File: config.mk
export PLATFORM = sky130hd
export DESIGN_NAME = panel_init_seq
export DESIGN_NICKNAME = d
export VERILOG_FILES = /design/src/rtl/pis_pkg.sv /design/src/rtl/pis_delay_timer.sv /design/src/rtl/pis_spi_tx.sv /design/src/rtl/panel_init_seq.sv
export SDC_FILE = /design/constraint.sdc
export NUM_CORES = 1
export LEC_CHECK = 0
export BUFFER_PORTS_ARGS = -buffer_cell sky130_fd_sc_hd__buf_2
export CAP_MARGIN = 20
export CORE_UTILIZATION = 61
export DETAILED_ROUTE_END_ITERATION = 16
export HOLD_SLACK_MARGIN = 0.02
export PLACE_DENSITY = 0.8
export SYNTH_ARGS = -nofsm -noshare
export SYNTH_HDL_FRONTEND = slang
export SYNTH_SLANG_ARGS = --single-unit
File: constraint.sdc
create_clock -name clk -period 5.9 [get_ports clk]
set_input_delay 1.18 -clock clk [delete_from_list [all_inputs] [get_ports clk]]
set_output_delay 1.18 -clock clk [all_outputs]
set_load 0.03 [all_outputs]
File: src/rtl/pis_pkg.sv
package pis_pkg;

    typedef enum logic [3:0] {
        ST_RST_LOAD,
        ST_RST_HOLD,
        ST_SETTLE,
        ST_RD_CMD,
        ST_RD_LEN,
        ST_RD_DLY,
        ST_SEND_CMD,
        ST_WAIT_CMD,
        ST_SEND_PAR,
        ST_WAIT_PAR,
        ST_DLY_LOAD,
        ST_DLY_WAIT,
        ST_DONE
    } seq_state_e;

    localparam logic [7:0] CMD_TABLE_END  = 8'hFF;
    localparam logic [7:0] CMD_SLEEP_EXIT = 8'h11;

endpackage

File: src/rtl/pis_delay_timer.sv
module pis_delay_timer #(
    parameter int unsigned TW = 16
) (
    input  logic          clk,
    input  logic          rst_n,
    input  logic          load_i,
    input  logic [TW-1:0] value_i,
    output logic          zero_o
);

    logic [TW-1:0] cnt_d, cnt_q;

    always_comb begin
        cnt_d = cnt_q;
        if (load_i) begin
            cnt_d = value_i;
        end else if (cnt_q != '0) begin
            cnt_d = cnt_q - TW'(1);
        end
    end

    always_ff @(posedge clk or negedge rst_n) begin
        if (!rst_n) begin
            cnt_q <= '0;
        end else begin
            cnt_q <= cnt_d;
        end
    end

    assign zero_o = (cnt_q == '0);

endmodule

File: src/rtl/pis_spi_tx.sv
module pis_spi_tx #(
    parameter int unsigned HALF_DIV = 2
) (
    input  logic       clk,
    input  logic       rst_n,
    input  logic       abort_i,
    input  logic       start_i,
    input  logic [7:0] byte_i,
    input  logic       dc_i,
    output logic       sclk_o,
    output logic       mosi_o,
    output logic       dc_o,
    output logic       done_o
);

    localparam int unsigned CW = (HALF_DIV < 2) ? 1 : $clog2(HALF_DIV);
    localparam logic [CW-1:0] CNT_LAST = CW'(HALF_DIV - 1);

    typedef struct packed {
        logic          busy;
        logic          sclk;
        logic [7:0]    shr;
        logic [2:0]    bit_idx;
        logic [CW-1:0] cnt;
        logic          dc;
        logic          done;
    } tx_t;

    tx_t tx_d, tx_q;

    always_comb begin
        tx_d      = tx_q;
        tx_d.done = 1'b0;
        if (abort_i) begin
            // drop the byte in flight, park the clock low
            tx_d.busy    = 1'b0;
            tx_d.sclk    = 1'b0;
            tx_d.cnt     = '0;
            tx_d.bit_idx = '0;
        end else if (!tx_q.busy) begin
            if (start_i) begin
                tx_d.busy    = 1'b1;
                tx_d.sclk    = 1'b0;
                tx_d.shr     = byte_i;
                tx_d.dc      = dc_i;
                tx_d.cnt     = '0;
                tx_d.bit_idx = '0;
            end
        end else if (tx_q.cnt == CNT_LAST) begin
            tx_d.cnt = '0;
            if (!tx_q.sclk) begin
                tx_d.sclk = 1'b1;
            end else begin
                tx_d.sclk = 1'b0;
                if (tx_q.bit_idx == 3'd7) begin
                    tx_d.busy = 1'b0;
                    tx_d.done = 1'b1;
                end else begin
                    tx_d.bit_idx = tx_q.bit_idx + 3'd1;
                    tx_d.shr     = {tx_q.shr[6:0], 1'b0};
                end
            end
        end else begin
            tx_d.cnt = tx_q.cnt + CW'(1);
        end
    end

    always_ff @(posedge clk or negedge rst_n) begin
        if (!rst_n) begin
            tx_q <= '0;
        end else begin
            tx_q <= tx_d;
        end
    end

    assign sclk_o = tx_q.sclk;
    assign mosi_o = tx_q.shr[7];
    assign dc_o   = tx_q.dc;
    assign done_o = tx_q.done;

endmodule

File: src/rtl/panel_init_seq.sv
module panel_init_seq
    import pis_pkg::*;
#(
    parameter int unsigned RST_LOW_CYC   = 5000,
    parameter int unsigned SETTLE_CYC    = 250000,
    parameter int unsigned SLEEP_CYC     = 6000000,
    parameter int unsigned DLY_UNIT_CYC  = 50000,
    parameter int unsigned SCLK_HALF_DIV = 2,
    parameter int unsigned ROM_AW        = 8
) (
    input  logic              clk,
    input  logic              rst_n,
    input  logic              restart_i,
    output logic [ROM_AW-1:0] rom_addr_o,
    input  logic [7:0]        rom_data_i,
    output logic              lcd_rst_n_o,
    output logic              lcd_cs_n_o,
    output logic              lcd_dc_o,
    output logic              lcd_sclk_o,
    output logic              lcd_mosi_o,
    output logic              done_o
);

    localparam longint unsigned DLY_MAX = 64'(DLY_UNIT_CYC) * 64'd255;
    localparam longint unsigned MAX_A   = (64'(RST_LOW_CYC) > 64'(SETTLE_CYC)) ?
                                          64'(RST_LOW_CYC) : 64'(SETTLE_CYC);
    localparam longint unsigned MAX_B   = (64'(SLEEP_CYC) > DLY_MAX) ? 64'(SLEEP_CYC) : DLY_MAX;
    localparam longint unsigned MAX_ALL = (MAX_A > MAX_B) ? MAX_A : MAX_B;
    localparam int unsigned     TW      = $clog2(MAX_ALL + 1);

    typedef struct packed {
        seq_state_e        state;
        logic [ROM_AW-1:0] ptr;
        logic [7:0]        cmd;
        logic [7:0]        len;
        logic [7:0]        dly;
        logic              pnl_rst_n;
        logic              cs_n;
        logic              done;
    } seq_t;

    seq_t seq_d, seq_q;

    logic          tmr_load;
    logic [TW-1:0] tmr_val;
    logic          tmr_zero;
    logic          tx_start;
    logic [7:0]    tx_byte;
    logic          tx_dc;
    logic          tx_abort;
    logic          tx_done;
    logic [TW-1:0] post_dly;

    // post-delay of the current entry, stretched after sleep exit
    always_comb begin
        post_dly = TW'(seq_q.dly) * TW'(DLY_UNIT_CYC);
        if (seq_q.cmd == CMD_SLEEP_EXIT && post_dly < TW'(SLEEP_CYC)) begin
            post_dly = TW'(SLEEP_CYC);
        end
    end

    always_comb begin
        seq_d    = seq_q;
        tmr_load = 1'b0;
        tmr_val  = '0;
        tx_start = 1'b0;
        tx_byte  = seq_q.cmd;
        tx_dc    = 1'b0;
        tx_abort = 1'b0;

        if (restart_i) begin
            tx_abort        = 1'b1;
            seq_d.state     = ST_RST_LOAD;
            seq_d.ptr       = '0;
            seq_d.pnl_rst_n = 1'b0;
            seq_d.cs_n      = 1'b0;
            seq_d.done      = 1'b0;
        end else begin
            unique case (seq_q.state)
                ST_RST_LOAD: begin
                    tmr_load        = 1'b1;
                    tmr_val         = TW'(RST_LOW_CYC);
                    seq_d.pnl_rst_n = 1'b0;
                    seq_d.cs_n      = 1'b0;
                    seq_d.state     = ST_RST_HOLD;
                end
                ST_RST_HOLD: begin
                    if (tmr_zero) begin
                        tmr_load        = 1'b1;
                        tmr_val         = TW'(SETTLE_CYC);
                        seq_d.pnl_rst_n = 1'b1;
                        seq_d.state     = ST_SETTLE;
                    end
                end
                ST_SETTLE: begin
                    if (tmr_zero) begin
                        seq_d.state = ST_RD_CMD;
                    end
                end
                ST_RD_CMD: begin
                    seq_d.cmd = rom_data_i;
                    seq_d.ptr = seq_q.ptr + ROM_AW'(1);
                    if (rom_data_i == CMD_TABLE_END) begin
                        seq_d.state = ST_DONE;
                        seq_d.cs_n  = 1'b1;
                        seq_d.done  = 1'b1;
                    end else begin
                        seq_d.state = ST_RD_LEN;
                    end
                end
                ST_RD_LEN: begin
                    seq_d.len   = rom_data_i;
                    seq_d.ptr   = seq_q.ptr + ROM_AW'(1);
                    seq_d.state = ST_RD_DLY;
                end
                ST_RD_DLY: begin
                    seq_d.dly   = rom_data_i;
                    seq_d.ptr   = seq_q.ptr + ROM_AW'(1);
                    seq_d.state = ST_SEND_CMD;
                end
                ST_SEND_CMD: begin
                    tx_start    = 1'b1;
                    tx_byte     = seq_q.cmd;
                    tx_dc       = 1'b0;
                    seq_d.state = ST_WAIT_CMD;
                end
                ST_WAIT_CMD, ST_WAIT_PAR: begin
                    if (tx_done) begin
                        seq_d.state = (seq_q.len == 8'd0) ? ST_DLY_LOAD : ST_SEND_PAR;
                    end
                end
                ST_SEND_PAR: begin
                    tx_start    = 1'b1;
                    tx_byte     = rom_data_i;
                    tx_dc       = 1'b1;
                    seq_d.ptr   = seq_q.ptr + ROM_AW'(1);
                    seq_d.len   = seq_q.len - 8'd1;
                    seq_d.state = ST_WAIT_PAR;
                end
                ST_DLY_LOAD: begin
                    tmr_load    = 1'b1;
                    tmr_val     = post_dly;
                    seq_d.state = ST_DLY_WAIT;
                end
                ST_DLY_WAIT: begin
                    if (tmr_zero) begin
                        seq_d.state = ST_RD_CMD;
                    end
                end
                ST_DONE: begin
                    seq_d.state = ST_DONE;
                end
                default: begin
                    seq_d.state = ST_RST_LOAD;
                end
            endcase
        end
    end

    always_ff @(posedge clk or negedge rst_n) begin
        if (!rst_n) begin
            seq_q           <= '0;
            seq_q.state     <= ST_RST_LOAD;
            seq_q.pnl_rst_n <= 1'b0;
            seq_q.cs_n      <= 1'b0;
        end else begin
            seq_q <= seq_d;
        end
    end

    pis_delay_timer #(
        .TW(TW)
    ) timer_i (
        .clk    (clk),
        .rst_n  (rst_n),
        .load_i (tmr_load),
        .value_i(tmr_val),
        .zero_o (tmr_zero)
    );

    pis_spi_tx #(
        .HALF_DIV(SCLK_HALF_DIV)
    ) tx_i (
        .clk    (clk),
        .rst_n  (rst_n),
        .abort_i(tx_abort),
        .start_i(tx_start),
        .byte_i (tx_byte),
        .dc_i   (tx_dc),
        .sclk_o (lcd_sclk_o),
        .mosi_o (lcd_mosi_o),
        .dc_o   (lcd_dc_o),
        .done_o (tx_done)
    );

    assign rom_addr_o  = seq_q.ptr;
    assign lcd_rst_n_o = seq_q.pnl_rst_n;
    assign lcd_cs_n_o  = seq_q.cs_n;
    assign done_o      = seq_q.done;

endmodule

Yosys cells after proc, flatten, opt, wreduce, memory -nomap -nowiden. Index checks and enable logic that the tools add are counted.

Register bits after elaboration: 79. Bits of input ports: 11. Output and inout bits: 14. Word-level logic and storage cells: 128.

$add $sub $neg: 5. Multiply operators: 1. Magnitude comparators: 1. Eq/ne operators: 25. Multiplexer cells: 47. Bitwise gates (word level): 3. Reduce and logical (&&, ||, !) cells: 30.

Operators by type and width (count): $mux 24 (4); $pmux 24 s3 (1); $pmux 4 s11 (1); $logic_not 24->1 (1); $lt 24x23->1 const B (1); $mux 8 (3); $reduce_bool 24->1 (1); $sub 24x1->24 const B (1); $mux 11 (2); $eq 4x4->1 const B (5); $mul 8x12->20 const B (1); $mux 4 (5); $mux 1 (18); $mux 18 (1); $eq 4x3->1 const B (4); $pmux 8 s2 (1); $mux 15 (1); $mux 14 (1); $reduce_and 2->1 (7); $mux 13 (1); $mux 12 (1); $ne 3x3->1 const B (4); $reduce_bool 2->1 (6); $reduce_bool 3->1 (3); 24 further kinds (38).

Depth between registers and ports, before layout. Gate-level depths: netlist of run 1.

Depth after elaboration: 7. Depth in mapped cells: 16. Depth with buffers taken out: 15.

Modules after synthesis. A second synthesis of run 1 with hierarchy kept.

Cells, all modules: 684. Area, all modules: 6308.6 µm².

By module, submodules not included: panel_init_seq (instances 1, cells each 454, area each 4012.6 µm², seq. area each 975.9 µm²); pis_delay_timer (instances 1, cells each 164, area each 1506.4 µm², seq. area each 600.6 µm²); pis_spi_tx (instances 1, cells each 66, area each 789.5 µm², seq. area each 400.4 µm²).

Worst setup path before layout of run 1. No wires, ideal clock.

Path kind: reg2reg. From: register seq_q[5] (netlist name). To: register timer_i.cnt_q[7]. Library setup time: 0.124 ns. Arrival: 4.344 ns. Data required time: 5.776 ns. Setup slack: 1.432 ns. Cell stages (with the launch flop): 15. Buffers on the path: 0. Clock period less this slack: 4.468 ns. Path through: dfrtp_1 ha_1 ha_1 inv_1 fa_1 inv_1 fa_1 ha_1 nor2b_1 o31a_1 o211ai_1 a211oi_1 a2111oi_0 a21boi_1 o31a_1.

Cells in the longest elaborated chain, start to end: 7.

RTL lines: start: declaration (RTL line panel_init_seq.sv:42) `seq_t seq_d, seq_q;`; start signal: assignment (RTL line panel_init_seq.sv:167) `seq_q <= seq_d;`; $mul 8x12->20 (*) (RTL line panel_init_seq.sv:56) `post_dly = TW'(seq_q.dly) * TW'(DLY_UNIT_CYC);`; $lt 24x23->1 (RTL line panel_init_seq.sv:57) `if (seq_q.cmd == CMD_SLEEP_EXIT && post_dly < TW'(SLEEP_CYC)) begin`; $logic_and 1x1->1 (RTL line panel_init_seq.sv:57); $mux 24 (*) (RTL line panel_init_seq.sv:57); $pmux 24 s3 (*) (RTL line panel_init_seq.sv:79) `unique case (seq_q.state)`; $mux 24 (*) (RTL line panel_init_seq.sv:71) `if (restart_i) begin`; $mux 24 (*) (RTL line pis_delay_timer.sv:15) `if (load_i) begin`; end signal: assignment (RTL line pis_delay_timer.sv:26) `cnt_q <= cnt_d;`; end: declaration (RTL line pis_delay_timer.sv:11) `logic [TW-1:0] cnt_d, cnt_q;`.

Every way passes the cells marked *; elsewhere a longest branch is shown, timed or not. A chain may end at the register's enable or synchronous reset.

Worst setup path after layout of run 1.
From: register seq_q[9] (netlist name). To: register timer_i.cnt_q[5].

Cells in the longest elaborated chain, start to end: 7.

RTL lines (RTL line): $mul 8x12->20 (panel_init_seq.sv:56); $lt 24x23->1 (panel_init_seq.sv:57); $logic_and 1x1->1 (panel_init_seq.sv:57); $mux 24 (panel_init_seq.sv:57); $pmux 24 s3 (panel_init_seq.sv:79); $mux 24 (panel_init_seq.sv:71); $mux 24 (pis_delay_timer.sv:15).

Every way passes these cells.

==> results of run 1 <==
-- path summary, 6_finish.rpt --
kind                       slack (ps)           endpoint
max                               730   timer_i.cnt_q[5]
min                               480          tx_i.dc_o
max reg2reg                       730   timer_i.cnt_q[5]
min reg2reg                       480          tx_i.dc_o
max in group asynchronous        4710          seq_q[21]
min in group asynchronous         610  timer_i.cnt_q[22]
-- final cells by class --
class	instances	area (sq um)
multi-input combinational	529	3780
fill	743	3030
sequential	79	1980
timing repair buffer	28	169
tap	129	161
clock buffer	9	124
inverter	29	109
clock inverter	7	61.3
-- cells by family after synthesis --
logic type | synth area share
buffers and inverters | 0.0470
multiplexers | 0.0329
XOR/XNOR | 0.0551
adder cells (fa/ha/maj) | 0.160
flip-flops | 0.327
AO/OA/AOI/OAI | 0.201
AND/OR/NAND/NOR | 0.177
-- per-stage QoR --
| stage | instance area [sq um] | hold slack, ps | worst slack [ps] | util |
|---|---|---|---|---|
| after detailed placement | 6170 | 462 | 790 | 0.655 |
| after global routing | 6380 | 507 | 507 | 0.678 |
| after CTS | 6350 | 484 | 778 | 0.675 |
| after global placement | 6170 | 460 | 881 | 0.655 |
| final | 6380 | 483 | 733 | 0.678 |
| after floorplan | 6040 | 464 | 1430 | - |
-- Yosys cell counts (all sizes together), types with 4 or more instances --
| cell | n | area share |
|---|---|---|
| a211o | 4 | 0.0058 |
| a211oi | 12 | 0.015 |
| a21o | 9 | 0.011 |
| a21oi | 58 | 0.050 |
| a22oi | 4 | 0.0050 |
| a31o | 4 | 0.0058 |
| a31oi | 5 | 0.0052 |
| and2 | 4 | 0.0041 |
| buf | 14 | 0.017 |
| clkbuf | 20 | 0.012 |
| dfrtp | 79 | 0.33 |
| fa | 12 | 0.040 |
| ha | 58 | 0.12 |
| inv | 29 | 0.018 |
| mux2 | 15 | 0.028 |
| nand2 | 53 | 0.033 |
| nand2b | 14 | 0.014 |
| nand3 | 7 | 0.0058 |
| nand4 | 4 | 0.0041 |
| nor2 | 55 | 0.035 |
| nor2b | 9 | 0.0093 |
| nor3 | 26 | 0.023 |
| nor4 | 8 | 0.0083 |
| o211ai | 5 | 0.0062 |
| o21a | 5 | 0.0062 |
| o21ai | 51 | 0.042 |
| o31ai | 6 | 0.0075 |
| or2 | 7 | 0.0072 |
| or3 | 7 | 0.0081 |
| or4 | 8 | 0.011 |
| xnor2 | 16 | 0.023 |
| xor2 | 22 | 0.032 |
-- tightest hold or removal path, cell delays in order, from the launching register on --
cell	delay (ps)
dfrtp_1	350
nand2_1	50
o31ai_1	50
-- registers in the layout, indices dropped and copies added, names as in the netlist, 8 cells and up --
name	flops
rom_addr_o	8
seq_q	28
timer_i.cnt_q	24
tx_i.tx_q	12
-- layer usage --
metal / vias to the layer above / part of all wire / track usage
li1: 2444 / - / -
met1: 2423 / 0.47 / 0.407
met2: 146 / 0.47 / 0.451
met3: 16 / 0.047 / 0.0421
met4: 0 / 0.015 / 0.0780
met5: - / 0 / 0
==> summary.txt, run 1 <==
Worst setup path
  – WP buf/inv: 2
  – Max FO, Critical Path: 8
  – Reg2Reg Launch Point: seq_q[9]
  – WP depth: 15
  – Critical Path RT: between 6000 and 7000 ps
  – R2R cell count: 15
  – Crit-path cells: inv_1 -> ha_1 -> inv_1 -> ha_1 -> fa_1 -> fa_1 -> ha_1 -> a21oi_1 -> o221ai_1 -> a31o_2 -> a211o_1 -> xnor2_1 -> a211oi_1 -> a21boi_1 -> o31ai_1
  – Delay-heaviest family, CP: compound AO/OA/AOI/OAI gates
  – CP max stage cell: a211oi_1
  – Most common cell on crit path: ha_1
  – Crit path launch: seq_q[9]
  – Setup CP Type: reg -> reg
  – Crit start category: flop
  – CP Capture Type: flop
  – Critical Path Max Stage Delay: approximately 710 ps
  – WP data arrival: around 5400 ps

Floorplanning
  – Die X: 102 microns
  – Initial core utilization: 0.642
  – Cell Rows: 35
  – # IOs: 25
  – Die height: around 100 microns
  – Core box area: 9420 sq um
  – Die area: 10,300 sq um

STA
  – Max Slew Vio Count: 0
  – Final setup fails: 0
  – Slew headroom: 0.376
  – Setup Skew: 14.2 ps
  – RSZ-0062 raised after global routing: no
  – Crit share post-route: 0.876
  – Post-Route Setup TNS: 0 ps
  – Maximum clock rate: about 0.19 GHz
  – Final Hold Fails: 0
  – Tmin final: approximately 5200 ps
  – Worst Tran Pin Value: roughly 940 ps

Cells and area
  – Finished Layout Cells: 810
  – Commonest cells after routing, fill and taps aside: dfrtp_1, ha_1, a21oi_1
  – Layout cell share with drive strength beyond 1: 0.109
  – Final nets: 757
  – Area Growth Syn to Fin: 5.63%
  – Antenna cells: 0
  – Commonest non-fill, non-tap cell in the layout: dfrtp_1

Synthesis
  – Yosys cell types: 68
  – Mapped Area: 6040 sq um
  – Mean Syn Cell Area: about 9 sq um
  – Gate Count Post-Synth: approximately 670
  – Yosys warnings: 0
  – Register area share after synthesis: 0.327
  – Post-synth net total: ~750
  – EDFF count, synth: 0
  – Synthesized flop and latch total: 79
  – Async S/R FF share, synth: 1.00
  – Main synth FF type: dfrtp_1

Clocking
  – Worst-Skew Late Latency: about 370 ps
  – Post-CTS setup buffer count: 0
  – Max clock buf depth: 2
  – Hold Buf Count CTS: 0
  – CTS Root Cell: clkbuf_8
  – Clk pin slew, worst setup/hold paths: ~100 ps
  – CTS Buf Count: 9
  – PostCTS Resize Cnt: 0
  – Sink Count: 79
  – CTS tree: yes
  – H-tree depth: 3

Drt
  – ANT nets after route: 0
  – Drt total wl: between 10,000 and 15,000 microns
  – DRT iter0 DRCs: between 300 and 400
  – Via density: 6.21
  – DR pass1 iterations: 5
  – Drc violations: 0
  – Total number of vias: 5,029
  – DR WL/cell: 16.7 microns

Placement
  – Port Buffer Count: 24
  – Post-detail-place hpwl: 10,100 microns
  – GPL Wtd Cong: between 0.9 and 1
  – DP Cell Count: slightly below 800

Worst hold path
  – Hold Startpoint: tx_i.dc_o
  – Hold crit path type: reg -> reg
  – WHS Path Cells: 2

GRT
  – Largest net degree at the start of global routing: 80
  – Initial antenna violation count: 0
  – Vias in the first global route: between 4,000 and 5,000
  – GR Overflow Total: 0
  – Overall Global Routing Usage: 0.284
  – First-pass GRT wire length: 22,600 microns

Status
  – Status: finished, final reports clean

Run
  – Max Cap Violations: 0
Power of run 1 is left out: the tool's default activity adds up to more than one toggle a clock period on the data nets, which glitch-free logic cannot reach.
==> run 2, diff against run 1 <==
- CORE_UTILIZATION: 61 -> 57
- PLACE_DENSITY: 0.8 -> unset
- PLACE_DENSITY_LB_ADDON: unset -> 0.12
- clock period: 5.9 -> 4.4 ns (I/O delays scaled with it)
==> run 2 against run 1 <==
Final cell count rose by 5.6%; critical endpoint is now timer_i.cnt_q[18]; clock skew fell by 3.7 ps; register-to-register slack got worse by 650 ps; utilization fell by 0.84 points; design area rose by 8.3%; hold slack got worse by 170 ps; sequential share of layout area fell by 2.4 points.
==> summary.txt, run 2 (synthesized netlist as in run 1, its figures left out) <==
Status
  – Status: finished, final reports clean

GRT
  – Overall Global Routing Usage: 0.275
  – GR Overflow Total: 0
  – Largest net degree at the start of global routing: 80
  – First-pass GRT wire length: ~24,000 microns
  – Vias in the first global route: between 4,000 and 5,000
  – Initial antenna violation count: 0

Cells and area
  – Commonest non-fill, non-tap cell in the layout: dfrtp_1
  – Filler cells: 786
  – Layout Utilization: 0.670
  – Largest register FFs: 28
  – FF/Latch Area: between 1500 and 2000 sq um
  – Final Instance Area: just under 7000 sq um
  – Commonest cells after routing, fill and taps aside: dfrtp_1, nor2_1, a21oi_1, nand2_1, ha_1
  – Top reg by flops: seq_q
  – Largest regs: seq_q (28), timer_i.cnt_q (24), tx_i.tx_q (12)
  – Layout cell share with drive strength beyond 1: 0.195
  – Antenna cells: 0
  – Multi-input logic area: 3960 sq um
  – Area Growth Syn to Fin: 14.4%
  – Final nets: 795

Placement
  – Setup WS pre-CTS: -203 ps
  – Post-detail-place hpwl: 10,700 microns
  – Port Buffer Count: 24
  – Placed cell area: between 6000 and 7000 sq um
  – GPL Wtd Cong: roughly 0.92

Worst hold path
  – Hold crit path type: in -> async

Drt
  – DRT iter0 DRCs: about 370
  – Drc violations: 0
  – ANT nets after route: 0
  – DR WL/cell: 17.2 microns
  – Total number of vias: ~5,000
  – Drt total wl: 14,700 microns
  – Via density: roughly 6.0
  – DR pass1 iterations: 7

STA
  – WHS: roughly 320 ps
  – Max Slew Vio Count: 0
  – Crit share post-route: 0.980
  – Fin worst setup slack: approximately 88 ps
  – Slew headroom: 0.389
  – Maximum clock rate: 0.232 GHz
  – RSZ-0062 raised after global routing: yes
  – Final Hold Fails: 0
  – Final setup fails: 0
  – Tmin final: ~4300 ps
  – Worst Tran Pin Value: a little over 900 ps
  – Setup Skew: 10.6 ps

Worst setup path
  – R2R cell count: 17
  – Crit start category: flop
  – Max FO, Critical Path: 7
  – Setup CP Type: reg -> reg
  – Critical Path RT: ~4700 ps
  – CP Capture Type: flop
  – WP data arrival: between 4000 and 5000 ps

Clocking
  – CTS Root Cell: clkbuf_8
  – Worst-Skew Late Latency: ~360 ps
  – Clk pin slew, worst setup/hold paths: approximately 100 ps
  – H-tree depth: 3
  – Hold Buf Count CTS: 0
  – Max clock buf depth: 2
  – CTS Buf Count: 9
  – CTS tree: yes
  – Sink Count: just under 80

Floorplanning
  – # IOs: 25
  – Die height: 105 microns
  – Core box area: 10,300 sq um
  – Die X: between 100 and 150 microns
  – Initial core utilization: 0.586
  – Die area: 11,000 sq um
  – Cell Rows: 37

Run
  – Max Cap Violations: 0
-- run 2: cell count changes in the layout (fill, tap and decap cells not counted), moves of 2 or more --
cell,previous run,this run
a211oi_1,12,10
a211oi_2,0,2
a21boi_0,2,0
a21oi_1,57,52
a21oi_2,0,5
buf_4,3,41
bufinv_16,0,2
ha_1,58,51
ha_4,0,7
inv_1,29,27
inv_2,0,2
o21ai_0,48,44
o21ai_1,3,7
-- run 2: timing repair --
action,4_1_cts,5_1_grt
endpoints found under the hold margin,0,0
gates resized for setup,5,33
setup buffers,1,1
endpoints found under the setup margin,18,19
pin swaps,2,16
-- run 2: final timing paths --
check	from	end	slack, ps
max	seq_q[7]	timer_i.cnt_q[18]	90
min	rst_n	timer_i.cnt_q[20]	320
max reg2reg	seq_q[7]	timer_i.cnt_q[18]	90
min reg2reg	tx_i.dc_o	tx_i.dc_o	490
max in group asynchronous	rst_n	seq_q[7]	3500
min in group clk	tx_i.dc_o	tx_i.dc_o	490
-- run 2: area by class of cell --
cell class	count	share of cell area
Multi-Input combinational cell	529	0.573
Clock inverter	7	0.0163
Tap cell	136	0.0246
Clock buffer	9	0.0179
Sequential cell	79	0.286
Inverter	29	0.0157
Timing Repair Buffer	66	0.0668
-- run 2: routing by layer --
metal / vias to the layer above / routed length, microns / track usage
met5: - / 0 / 0
met4: 0 / 223 / 0.0825
met3: 18 / 790 / 0.0418
met2: 144 / 6850 / 0.430
met1: 2467 / 6840 / 0.394
li1: 2508 / - / -
-- run 2: per-stage QoR --
step	TNS [ps]	std cells
CTS	-34.2	853
global route	-88.2	855
finish	0	855
global placement	-331	836
detailed placement	-1750	836
floorplan	0	671
-- run 2: worst max-delay path, cell delays in order (launching register included) --
cell,delay [ps]
dfrtp_2,460
ha_4,270
ha_4,260
inv_2,30
fa_1,480
inv_2,40
fa_1,540
ha_4,230
nor2b_4,130
o31a_1,310
o211ai_1,270
a311o_1,220
a311oi_2,130
a211oi_2,240
buf_4,180
buf_6,100
nand2b_1,50
a32o_1,250
Power of run 2 is left out for the same reason.
==> run 3, diff against run 2 <==
- SYNTH_HIERARCHICAL: unset -> 1
==> run 3 against run 2 <==
The flow now finishes with violations (setup timing); die area up 4.3%; utilization up 0.79 points; flip-flop and latch count unchanged; final cell count up 3.4%; hold slack better by 170 ps; worst setup slack worse by 310 ps; critical path depth unchanged; sequential share of layout area down 1.6 points; clock skew up 4.7 ps; global-route usage about the same; first-iteration DRC count down 36%; clock-buffer cell count up 3; critical endpoint is now timer_i/cnt_q[21].
==> summary.txt, run 3 <==
Placement
  – Port Buffer Count: 24
  – Post-detail-place hpwl: about 11,000 microns
  – GPL Wtd Cong: ~0.86

Worst hold path
  – Hold crit path type: in -> async

GRT
  – Largest net degree at the start of global routing: 80
  – Vias in the first global route: around 5,300
  – GR Overflow Total: 0
  – Overall Global Routing Usage: 0.275
  – Initial antenna violation count: 0
  – First-pass GRT wire length: 24,900 microns

Synthesis
  – Area leader, netlist: dfrtp_1
  – Yosys cell types: 75
  – Synthesized flop and latch total: 79
  – Mapped Area: 6310 sq um
  – Top-count cell post-synth: dfrtp_1
  – EDFF count, synth: 0
  – Gate Count Post-Synth: between 600 and 700
  – Register area share after synthesis: 0.313
  – Most frequent cells after synthesis: dfrtp_1, ha_1, nor2_1
  – Main synth FF type: dfrtp_1
  – Yosys warnings: 6
  – Async S/R FF share, synth: 1.00
  – Synth top area cells: dfrtp_1, ha_1, mux2_2
  – Yosys top cell area share: 0.313
  – Mean Syn Cell Area: around 9.2 sq um

Floorplanning
  – Die height: approximately 110 microns
  – Initial core utilization: 0.585
  – Die X: between 100 and 150 microns
  – Core box area: between 10,000 and 15,000 sq um
  – # IOs: 25
  – Cell Rows: 38
  – Die area: around 11,000 sq um

Clocking
  – Clk pin slew, worst setup/hold paths: around 90 ps
  – Hold Buf Count CTS: 0
  – CTS Root Cell: clkbuf_8
  – Max clock buf depth: 2
  – Sink Count: 79
  – Worst-Skew Late Latency: about 370 ps
  – H-tree depth: 3
  – CTS tree: yes
  – CTS Buf Count: 9

Cells and area
  – Area Growth Syn to Fin: 15.9%
  – Largest register FFs: 28
  – Layout cell share with drive strength beyond 1: 0.253
  – Largest regs: seq_q (28), timer_i/cnt_q (24), tx_i/tx_q (12)
  – Final nets: between 800 and 900
  – Commonest non-fill, non-tap cell in the layout: dfrtp_1
  – Antenna cells: 0
  – Commonest cells after routing, fill and taps aside: dfrtp_1, nor2_1, buf_4
  – Top reg by flops: seq_q

STA
  – Post-Route Setup TNS: -2790 ps
  – Setup Skew: 15.2 ps
  – Fin worst setup slack: -218 ps
  – Final Hold Fails: 0
  – Final setup fails: 16
  – Maximum clock rate: ~0.22 GHz
  – Crit share post-route: 1.05
  – RSZ-0062 raised after global routing: yes
  – Slew headroom: 0.339
  – Max Slew Vio Count: 0
  – WHS: about 490 ps
  – Worst Tran Pin Value: ~980 ps
  – Tmin final: approximately 4600 ps

Worst setup path
  – CP Capture Type: flop
  – Crit start category: flop
  – Setup CP Type: reg -> reg
  – WP data arrival: 4920 ps
  – Max FO, Critical Path: 5
  – Critical Path RT: around 4700 ps

Drt
  – DR WL/cell: 16.8 microns
  – Via density: between 5 and 6
  – DRT iter0 DRCs: 238
  – Drt total wl: between 10,000 and 15,000 microns
  – Drc violations: 0
  – ANT nets after route: 0
  – Total number of vias: 5,245
  – DR pass1 iterations: 4

Run
  – Max Cap Violations: 0

Status
  – Failing checks: setup timing
  – Status: finished, violations left
==> run 3: changes by cell type after synthesis, sizes merged, moves of 8 or more <==
cell,before,now
nand3,7,15
a21oi,58,42
o21ai,51,40
mux2,15,34
nand2b,14,6
==> run 3: routing by layer <==
| metal | vias up | share of wire | track usage |
|---|---|---|---|
| met2 | 81 | 0.51 | 0.489 |
| met5 | - | 0 | 0 |
| met1 | 2547 | 0.45 | 0.338 |
| li1 | 2598 | - | - |
| met3 | 19 | 0.030 | 0.0456 |
| met4 | 0 | 0.015 | 0.0890 |
==> run 3: layout make-up <==
type | instances | area [sq um]
multi-input cells | 540 | 4280
well taps | 140 | 175
clock buffers | 12 | 145
flip-flops and latches | 79 | 1980
repair buffers | 82 | 578
fillers | 889 | 3480
inverters | 27 | 101
clock inverters | 4 | 53.8
==> run 3: through the flow <==
stage,cell area (sq um),utilization,instances,worst slack (ps)
3_3_place_gp,6810,0.631,860,-158
4_1_cts,7160,0.663,882,-273
6_report,7310,0.678,884,-218
3_5_place_dp,6810,0.631,860,-310
5_1_grt,7310,0.678,884,-454
2_1_floorplan,6340,-,686,-115
==> run 3: worst paths after layout <==
kind | start | end | slack [ps] | cells after the start
worst max-delay path | seq_q[7] | timer_i/cnt_q[21] | -220 | 17
worst min-delay path | rst_n | seq_q[9] | 490 | 1
worst max register to register | seq_q[7] | timer_i/cnt_q[21] | -220 | 17
worst min register to register | done_o | done_o | 490 | 2
max in group asynchronous | rst_n | tx_i/tx_q[15] | 3310 | 2
min in group clk | done_o | done_o | 490 | 2
==> run 3: cell families after synthesis <==
kind of cell | synth area share
AO/OA/AOI/OAI | 0.165
XOR/XNOR | 0.0458
adder cells (fa/ha/maj) | 0.155
buffers and inverters | 0.0500
flip-flops | 0.313
multiplexers | 0.0718
other | 0.000594
AND/OR/NAND/NOR | 0.198
==> run 3: critical path, stage by stage, from the launching register on <==
cell	delay [ps]
dfrtp_2	470
ha_4	250
ha_4	260
inv_2	30
fa_1	480
inv_1	50
fa_1	520
ha_4	210
nor2b_4	120
o31a_1	310
o311ai_2	340
a2111oi_2	60
or4_1	410
a2111o_1	490
a21oi_4	230
and2b_1	150
nor2_1	30
a21oi_1	130
==> run 3: repair_timing <==
action,4_1_cts,5_1_grt
setup buffers,5,1
hold endpoints to repair,0,0
gates cloned,1,0
gates resized for setup,22,20
setup endpoints to repair,18,19
pin swaps,13,9
Power of run 3 is left out for the same reason.
